[src/rtl/gfo_pkg.sv]
package gfo_pkg;

  typedef enum logic [1:0] {
    ST_GATE  = 2'd0,
    ST_PROBE = 2'd1,
    ST_DONE  = 2'd2
  } gfo_state_t;

  // Rebuild the full count: high register times the modulus, plus the
  // residual recovered from the number of probe pulses.
  function automatic logic [31:0] full_count(input logic [31:0] hi,
                                             input logic [31:0] probes,
                                             input int unsigned pre_w);
    logic [31:0] modulus;
    logic [31:0] residual;
    modulus  = 32'd1 << pre_w;
    residual = (modulus - probes) & (modulus - 32'd1);
    return (hi << pre_w) + residual;
  endfunction

  // Add the offset, or subtract it with a floor at zero.
  function automatic logic [32:0] apply_offset(input logic [31:0] cnt,
                                               input logic [31:0] ofs,
                                               input logic add);
    if (add)
      return {1'b0, cnt} + {1'b0, ofs};
    else if (cnt >= ofs)
      return {1'b0, cnt - ofs};
    else
      return 33'd0;
  endfunction

endpackage

[src/rtl/gfo_edge_sync.sv]
module gfo_edge_sync (
  input  logic clk,
  input  logic rst,
  input  logic sig_async,
  output logic rise
);
  logic s1_q, s2_q, s3_q;

  always_ff @(posedge clk) begin
    if (rst) begin
      s1_q <= 1'b0;
      s2_q <= 1'b0;
      s3_q <= 1'b0;
    end else begin
      s1_q <= sig_async;
      s2_q <= s1_q;
      s3_q <= s2_q;
    end
  end

  assign rise = s2_q & ~s3_q;

  // two rising edges cannot be reported in back-to-back cycles
  p_single_rise_r2: assert property (@(posedge clk) disable iff (rst)
    rise |=> !rise);
endmodule

[src/rtl/gfo_chain.sv]
module gfo_chain #(
  parameter int PRE_W = 4,
  parameter int HI_W  = 12
) (
  input  logic            clk,
  input  logic            rst,
  input  logic            clr,
  input  logic            inc,
  input  logic            carry_en,
  output logic            wrap,
  output logic [HI_W-1:0] hi
);
  logic [PRE_W-1:0] pre_q;   // hidden stage, never leaves this module
  logic [HI_W-1:0]  hi_q;

  assign wrap = inc && (pre_q == {PRE_W{1'b1}});
  assign hi   = hi_q;

  always_ff @(posedge clk) begin
    if (rst || clr) begin
      pre_q <= '0;
      hi_q  <= '0;
    end else begin
      if (inc)
        pre_q <= pre_q + 1'b1;
      if (wrap && carry_en)
        hi_q <= hi_q + 1'b1;
    end
  end

  // a clear leaves an empty chain
  p_clear_empty_r7: assert property (@(posedge clk) disable iff (rst)
    clr |=> (hi_q == '0 && pre_q == '0));
  // while probing (no carry), the readable register does not move
  p_probe_hold_r3: assert property (@(posedge clk) disable iff (rst)
    (!carry_en && !clr) |=> $stable(hi_q));
endmodule

[src/rtl/gated_freq_offset.sv]
module gated_freq_offset
  import gfo_pkg::*;
#(
  parameter int GATE_CYCLES = 2000,
  parameter int PRE_W       = 4,
  parameter int HI_W        = 12,
  parameter int USB_OFS     = 250,
  parameter int LSB_OFS     = 120
) (
  input  logic                 clk,
  input  logic                 rst,
  input  logic                 sig_in,
  input  logic                 add_sel,
  input  logic                 usb_sel,
  output logic [HI_W+PRE_W-1:0] raw_count,
  output logic [HI_W+PRE_W:0]   result,
  output logic                 result_valid
);
  localparam int CNT_W  = HI_W + PRE_W;
  localparam int RES_W  = CNT_W + 1;
  localparam int MOD    = 1 << PRE_W;
  localparam int GCNT_W = $clog2(GATE_CYCLES + 1);
  localparam int PRB_W  = PRE_W + 1;

  gfo_state_t       st_q;
  logic [GCNT_W-1:0] gate_cnt;
  logic [PRB_W-1:0]  probe_cnt;
  logic [PRB_W-1:0]  probes_q;
  logic              par_q;
  logic [CNT_W-1:0]  raw_q;
  logic [RES_W-1:0]  res_q;
  logic              valid_q;

  // named internal events
  logic              edge_evt;
  logic              gate_last;
  logic              probe_evt;
  logic              done_evt;
  logic              wrap;
  logic [HI_W-1:0]   hi;
  logic              chain_inc;
  logic              carry_en;
  logic [31:0]       cnt_full;
  logic [32:0]       res_full;
  logic [31:0]       ofs_sel;

  gfo_edge_sync i_sync (
    .clk       (clk),
    .rst       (rst),
    .sig_async (sig_in),
    .rise      (edge_evt)
  );

  assign gate_last = (st_q == ST_GATE) && (gate_cnt == GCNT_W'(GATE_CYCLES - 1));
  assign probe_evt = (st_q == ST_PROBE);
  assign done_evt  = (st_q == ST_DONE);
  assign chain_inc = probe_evt || ((st_q == ST_GATE) && edge_evt);
  assign carry_en  = (st_q == ST_GATE);

  gfo_chain #(.PRE_W(PRE_W), .HI_W(HI_W)) i_chain (
    .clk      (clk),
    .rst      (rst),
    .clr      (done_evt),
    .inc      (chain_inc),
    .carry_en (carry_en),
    .wrap     (wrap),
    .hi       (hi)
  );

  assign ofs_sel  = usb_sel ? 32'(USB_OFS) : 32'(LSB_OFS);
  assign cnt_full = full_count(32'(hi), 32'(probes_q), PRE_W);
  assign res_full = apply_offset(32'(cnt_full[CNT_W-1:0]), ofs_sel, add_sel);

  always_ff @(posedge clk) begin
    if (rst) begin
      st_q      <= ST_GATE;
      gate_cnt  <= '0;
      probe_cnt <= '0;
      probes_q  <= '0;
      par_q     <= 1'b0;
      raw_q     <= '0;
      res_q     <= '0;
      valid_q   <= 1'b0;
    end else begin
      valid_q <= 1'b0;
      unique case (st_q)
        ST_GATE: begin
          if (gate_last) begin
            gate_cnt <= '0;
            st_q     <= ST_PROBE;
          end else begin
            gate_cnt <= gate_cnt + 1'b1;
          end
        end
        ST_PROBE: begin
          probe_cnt <= probe_cnt + 1'b1;
          if (wrap) begin
            probes_q <= probe_cnt + 1'b1;
            st_q     <= ST_DONE;
          end
        end
        ST_DONE: begin
          raw_q     <= cnt_full[CNT_W-1:0];
          res_q     <= res_full[RES_W-1:0];
          valid_q   <= par_q;
          par_q     <= ~par_q;
          probe_cnt <= '0;
          st_q      <= ST_GATE;
        end
        default: st_q <= ST_GATE;
      endcase
    end
  end

  assign raw_count    = raw_q;
  assign result       = res_q;
  assign result_valid = valid_q;

  // overflow is reached within one modulus of probes
  p_probe_bound_r3: assert property (@(posedge clk) disable iff (rst)
    probe_evt |-> (probe_cnt < PRB_W'(MOD)));
  // the strobe is one cycle wide
  p_strobe_single_r8: assert property (@(posedge clk) disable iff (rst)
    result_valid |=> !result_valid);
  // strobe only follows a measurement end
  p_strobe_after_done_r8: assert property (@(posedge clk) disable iff (rst)
    result_valid |-> $past(done_evt));
  // subtraction never raises the value
  p_sub_floor_r5: assert property (@(posedge clk) disable iff (rst)
    (done_evt && !add_sel) |=> (result <= {1'b0, raw_count}));
  // addition never lowers the value
  p_add_grow_r4: assert property (@(posedge clk) disable iff (rst)
    (done_evt && add_sel) |=> (result >= {1'b0, raw_count}));
  // the gate is left only after its last cycle
  p_gate_len_r2: assert property (@(posedge clk) disable iff (rst)
    ((st_q == ST_GATE) && !gate_last) |=> (st_q == ST_GATE));
endmodule

[config.mk]
export PLATFORM = sky130hd
export DESIGN_NAME = gated_freq_offset
export DESIGN_NICKNAME = d
export VERILOG_FILES = /design/src/rtl/gfo_pkg.sv /design/src/rtl/gfo_edge_sync.sv /design/src/rtl/gfo_chain.sv /design/src/rtl/gated_freq_offset.sv
export SDC_FILE = /design/constraint.sdc
export NUM_CORES = 1
export LEC_CHECK = 0
export ABC_AREA = 1
export CAP_MARGIN = 15
export CORE_UTILIZATION = 63
export CTS_CLUSTER_DIAMETER = 30
export CTS_CLUSTER_SIZE = 28
export DETAILED_ROUTE_END_ITERATION = 10
export DONT_BUFFER_PORTS = 1
export PLACE_DENSITY = 0.78
export SLEW_MARGIN = 20
export SYNTH_ARGS = -nofsm -noshare
export SYNTH_HDL_FRONTEND = slang
export SYNTH_SLANG_ARGS = --single-unit
[constraint.sdc]
create_clock -name clk -period 2.3 [get_ports clk]
set_input_delay 0.345 -clock clk [delete_from_list [all_inputs] [get_ports clk]]
set_output_delay 0.345 -clock clk [all_outputs]
set_load 0.03 [all_outputs]
==> impl_metrics.json, run 1 <==
{
  "status": "finished, final reports clean",
  "fin_crit_sh": 0.9158,
  "synthCells": 596,
  "port_buffers": 0,
  "clock_latency_ns": 0.35,
  "hold_class": "in -> reg",
  "synth_area_per_cell_um2": 6.798,
  "synth.most_common_cell": "nand2_1",
  "synth_top_area_frac": 0.3706,
  "vias_per_cell": 5.559,
  "ant_nets": 0,
  "clockPowerShare": 0.429,
  "clock-sinks": 75,
  "cts_tree": "built",
  "p_total_mw": 2.541,
  "fmax_mhz": 474.8,
  "rr_endpoint": "result[15]",
  "cts.repair_timing.setup_buffer_count": 0,
  "grt_pass1_vias": 3501,
  "dpl_cell_area_mm2": 0.004103,
  "rsz0062_at_grt": "no",
  "ios": 39,
  "tightest_slew_ns": 0.5144,
  "internal_power_mw": 1.966,
  "synth.largest_area_cell": "dfxtp_1",
  "finalWirelength_um": 9546,
  "path_class": "reg -> reg",
  "layout.nets": 616,
  "drv_slew": 0,
  "path_clk_slew_ns": 0.08,
  "synthArstFlopShare": 0,
  "die_height_um": 82.19,
  "first_pass_iters": 5,
  "r2r_start": "probes_q[1]",
  "vdd_drop_max_mv": 0.3892,
  "antenna_found_initial": 0,
  "coreArea_mm2": 0.006061,
  "multi_input_comb_area_mm2": 0.002207,
  "dp.cells": 660,
  "cts_inserted_buffers": 9,
  "power_density_mw_per_mm2": 589.1,
  "p_sw_uw": 574.7,
  "comb_power_share": 0.047,
  "cp_max_fo": 4,
  "yosysWarnings": 0,
  "cp-endpoint": "result[15]",
  "final_hold_viol_count": 0,
  "die_w_um": 82.19,
  "htreeDepth": 3,
  "synth_common_cells": "nand2_1 (179), dfxtp_1 (75), inv_1 (60)",
  "synthFlopType": "dfxtp_1",
  "leakage_nw": 2.029,
  "die-area_mm2": 0.006755,
  "yosysSeqAreaShare": 0.3706,
  "gp_congestion": 1.014,
  "synth.distinct_cells": 37,
  "grt_pass1_wl_um": 15830,
  "area_growth_pct": 6.455,
  "holdCritStartpoint": "rst",
  "overflow": 0,
  "seqPwrFrac": 0.525,
  "maxCapViolations": 0,
  "startpoint": "probes_q[1]",
  "fin_area_mm2": 0.004313,
  "crit_arrival_ns": 2.35,
  "fill_cells": 546,
  "grt_start_max_net_pins": 42,
  "grt_usage": 0.3099,
  "place_hpwl_um": 7109,
  "drc": 0,
  "ys_seq_elements": 75,
  "synth_nets": 616,
  "cts_buffer_depth": 2,
  "required_ns": 2.55,
  "p_sw_frac": 0.2262,
  "reg2reg_slack_ns": 0.19,
  "endpoint_kind": "register",
  "crit_path_start_kind": "register",
  "drt-initial-drc-count": 289,
  "seq_area_mm2": 0.001503,
  "setup_viol": 0,
  "stdcell_count": 676,
  "wl_per_cell_um": 14.12,
  "vias": 3758,
  "rows": 28,
  "n_antenna_cell": 0,
  "finalSetupTns_ns": 0,
  "slew_headroom": 0.6567,
  "drive_gt1_frac": 0.08652,
  "hold_depth": 1,
  "min_period_ns": 2.106,
  "synthTopCellsByArea": "dfxtp_1 (37%), nand2_1 (17%), nand3_1 (5.7%), inv_1 (5.6%), nor2_1 (5.1%)",
  "final.setup_skew_ns": 0.01263,
  "ff2ff_path_depth": 14,
  "cts_hold_buf": 0,
  "start_util": 0.6685,
  "synth_area_mm2": 0.004051,
  "synth_edf_count": 0,
  "cts-root-buf": "clkbuf_8"
}
==> layout by cell type, fill, tap and decap left out, types with 2 or more instances in the layout <==
| cell type | count |
|---|---|
| nand2_1 | 179 |
| nor2_2 | 6 |
| dfxtp_1 | 74 |
| xnor2_1 | 2 |
| xor2_1 | 17 |
| nor2_4 | 3 |
| bufinv_16 | 2 |
| nor3_1 | 14 |
| a211oi_1 | 3 |
| inv_1 | 60 |
| nand3_1 | 46 |
| inv_2 | 9 |
| buf_4 | 5 |
| nand4_1 | 6 |
| nor2_1 | 54 |
| nand3_2 | 2 |
| o21ai_0 | 34 |
| clkbuf_1 | 2 |
| clkinv_2 | 2 |
| o21ai_1 | 8 |
| nand3b_1 | 3 |
| nand2_2 | 7 |
| ha_1 | 15 |
| clkbuf_8 | 9 |
| a21oi_1 | 23 |
| a31oi_1 | 2 |
==> power by group through the flow <==
stage          sequential [mW]  clock, mW  combinational (mW)
3_5_place_dp              1.36          0               0.117
6_report                  1.33       1.09               0.118
4_1_cts                   1.33       1.11               0.119
2_1_floorplan             1.36          0              0.0988
3_3_place_gp              1.36          0               0.113
5_1_grt                   1.34       1.16               0.133
==> cell families after synthesis <==
logic type / after synthesis / share of synthesized area
mux: 1 / 0.002471
xor+xnor: 19 / 0.04107
compound gates: 73 / 0.09697
fa+ha+maj: 15 / 0.04632
buf+inv: 86 / 0.08524
simple gates: 327 / 0.3573
flops: 75 / 0.3706
==> critical path, cell delays in order (launching register included) <==
cell,delay (ns)
dfxtp_1,0.35
inv_1,0.07
ha_1,0.32
ha_1,0.21
ha_1,0.19
inv_1,0.10
nand4_1,0.25
nand2_1,0.18
nand2_1,0.06
nand2_1,0.05
nand2_1,0.05
nand2_1,0.05
nand2_1,0.05
nand2_1,0.05
nand2_1,0.05
==> what timing repair did <==
| action | in CTS | in global routing |
|---|---|---|
| gates resized for setup | 0 | 1 |
| endpoints found under the hold margin | 0 | 0 |
| endpoints found under the setup margin | 0 | 1 |
==> state kept, by name, indices dropped and copies added, names as in the netlist, 2 cells and up <==
signal / cells
gate_cnt: 11
raw_count: 16
probe_cnt: 4
i_chain.hi: 12
i_chain.pre_q: 4
st_q: 2
probes_q: 4
result: 17
==> per-stage QoR <==
stage                       util  hold slack [ns]  worst slack, ns
final                     0.7116          0.06431           0.1938
after global routing      0.7116          0.04607          0.02665
after floorplan                -           0.3883           0.4613
after global placement    0.6769           0.4053           0.2828
after detailed placement  0.6769           0.4088           0.2387
after CTS                 0.7114          0.05448           0.2269
==> worst min-delay path by stage <==
stage / endpoint / slack, ns
after floorplan: i_sync.s2_q / 0.39
after global placement: i_sync.s2_q / 0.41
after detailed placement: i_sync.s2_q / 0.41
after CTS: probe_cnt[1] / 0.05
after global routing: probes_q[0] / 0.05
final: probes_q[0] / 0.06
==> cell type report <==
class / count / share of cell area
tap: 75 / 0.02176
multi-input combinational: 435 / 0.5117
timing repair buffer: 5 / 0.008703
clock inverter: 5 / 0.01799
inverter: 70 / 0.06092
sequential: 75 / 0.3484
clock buffer: 11 / 0.03046
==> metal layers <==
layer  routed length (um)  part of all wire  GRT usage
met1                 4046              0.42     0.3475
met2                 4775              0.50     0.5661
met3                  449             0.047    0.06374
met4                  274             0.029     0.1263
met5                    0                 0          0
Power figures use the tool's default switching activity.
==> run 2: changes to the inputs <==
Settings changed: CELL_PAD_IN_SITES_DETAIL_PLACEMENT set to 1, CELL_PAD_IN_SITES_GLOBAL_PLACEMENT set to 1, CORE_MARGIN set to 8, CORE_UTILIZATION 63 to 30, PLACE_DENSITY 0.78 to 0.55.
==> run 2 against run 1 <==
Compared with the run above:
- final cell count up 15%
- clock-buffer cell count down 1
- largest power group unchanged
- worst setup slack better by 0.031 ns
- clock power up 22%
- largest cell class unchanged
==> impl_metrics.json, run 2 (same netlist as run 1, synthesis figures left out) <==
{
  "finalWirelength_um": 12220,
  "first_pass_iters": 4,
  "critical_path.max_stage_delay_ns": 0.34,
  "dpl_cell_area_mm2": 0.004249,
  "fill_cells": 1704,
  "grt_start_max_net_pins": 21,
  "wl_per_cell_um": 15.67,
  "port_buffers": 0,
  "leakage_nw": 2.068,
  "largest_reg_flops": 17,
  "slew_headroom": 0.6419,
  "required_ns": 2.53,
  "crit_path_start_kind": "register",
  "layout_commonest_cell": "nand2_1",
  "crit_arrival_ns": 2.31,
  "coreArea_mm2": 0.01324,
  "grt_usage": 0.1466,
  "start_util": 0.3059,
  "cts_buffer_depth": 2,
  "drt-initial-drc-count": 143,
  "met2_usage": 0.2682,
  "layout.nets": 619,
  "cts_tree": "built",
  "place_hpwl_um": 9734,
  "drc": 0,
  "endpoint_kind": "register",
  "met3_usage": 0.03735,
  "multi_input_comb_area_mm2": 0.002212,
  "cp_max_fo": 4,
  "min_period_ns": 2.075,
  "path_clk_slew_ns": 0.07,
  "die_height_um": 132.2,
  "gp_congestion": 0.8398,
  "cts_inserted_buffers": 9,
  "grt_pass1_wl_um": 20510,
  "ios": 39,
  "rows": 42,
  "power_density_mw_per_mm2": 613.5,
  "n_antenna_cell": 0,
  "rsz0062_at_grt": "no",
  "die-area_mm2": 0.01748,
  "fmax_mhz": 482.0,
  "fin_ws_ns": 0.2252,
  "ant_nets": 0,
  "largest_register": "result",
  "vias_per_cell": 4.762,
  "path_class": "reg -> reg",
  "grt.busiest_layer": "met2",
  "final.setup_skew_ns": 0.009518,
  "use_met1": 0.1633,
  "overflow": 0,
  "maxCapViolations": 0,
  "clock-sinks": 75,
  "cp_common_cell": "nand2_1",
  "finalSetupTns_ns": 0,
  "final_hold_viol_count": 0,
  "fin_area_mm2": 0.004538,
  "vdd_drop_max_mv": 0.3464,
  "fin_crit_sh": 0.9021,
  "worstPathCellList": "inv_1, ha_1, ha_1, ha_1, inv_2, nand4_1, nand2_1, nand2_1, nand2_1, nand2_1, nand2_1, nand2_1, nand2_1, nand2_1",
  "final_cell_mix": "nand2_1 (179), dfxtp_1 (74), inv_1 (59)",
  "grt_pass1_vias": 3882,
  "drive_gt1_frac": 0.09437,
  "status": "finished, final reports clean",
  "tightest_slew_ns": 0.5336,
  "cpMaxStageDelayCell": "dfxtp_1",
  "vias": 3714,
  "htreeDepth": 3,
  "seq_area_mm2": 0.001505,
  "area_growth_pct": 12.01,
  "drv_slew": 0,
  "clock_latency_ns": 0.34,
  "antenna_found_initial": 0,
  "p_total_mw": 2.784,
  "dp_slack_ns": 0.1866,
  "hold_class": "in -> reg",
  "setup_viol": 0,
  "die_w_um": 132.2,
  "cts-root-buf": "clkbuf_16"
}
==> run 2: critical path: cells and delay by family, from the launching register on <==
family	cells	cell delay [ns]
adders and majority gates	3	0.74
buffers and inverters	2	0.14
DFF	1	0.34
and+or+nand+nor	9	0.74
==> run 2: area by class of cell <==
type                       instances  share of cell area
clock buffer                      10             0.05046
clock inverter                     6             0.01075
inverter                          70             0.05790
multi-input combinational        435              0.4875
sequential                        75              0.3317
tap                              176             0.04852
timing repair buffer               8             0.01323
==> run 2: stage by stage <==
step	hold WS, ns	utilization	instances
global route	0.03894	0.3427	780
global placement	0.4048	0.3209	763
floorplan	0.3883	-	596
detailed placement	0.4021	0.3209	763
CTS	0.04657	0.3418	779
finish	0.05996	0.3427	780
==> run 2: final timing paths <==
check	depth (start not counted)	slack, ns	start	endpoint
setup reg to reg	14	0.23	probes_q[1]	result[15]
hold reg to reg	2	0.41	i_sync.s1_q	i_sync.s2_q
setup / recovery	14	0.23	probes_q[1]	result[15]
hold / removal	1	0.06	rst	st_q[1]
==> run 2: layer usage <==
| metal | vias to the layer above | routed length, um |
|---|---|---|
| met4 | 0 | 167 |
| met5 | - | 0 |
| met3 | 12 | 351 |
| li1 | 1906 | - |
| met2 | 25 | 6364 |
| met1 | 1771 | 5340 |
==> run 2: what timing repair did <==
| item | in CTS | in global routing |
|---|---|---|
| setup buffers | 0 | 1 |
| setup endpoints to repair | 0 | 4 |
| gates resized for setup | 0 | 3 |
| hold buffers | 0 | 0 |
==> run 2: power by group <==
group | internal, mW | switching, mW | leakage, nW
logic | 0.0428 | 0.0810 | 1.34
clock network | 0.740 | 0.588 | 0.126
registers | 1.32 | 0.0157 | 0.606
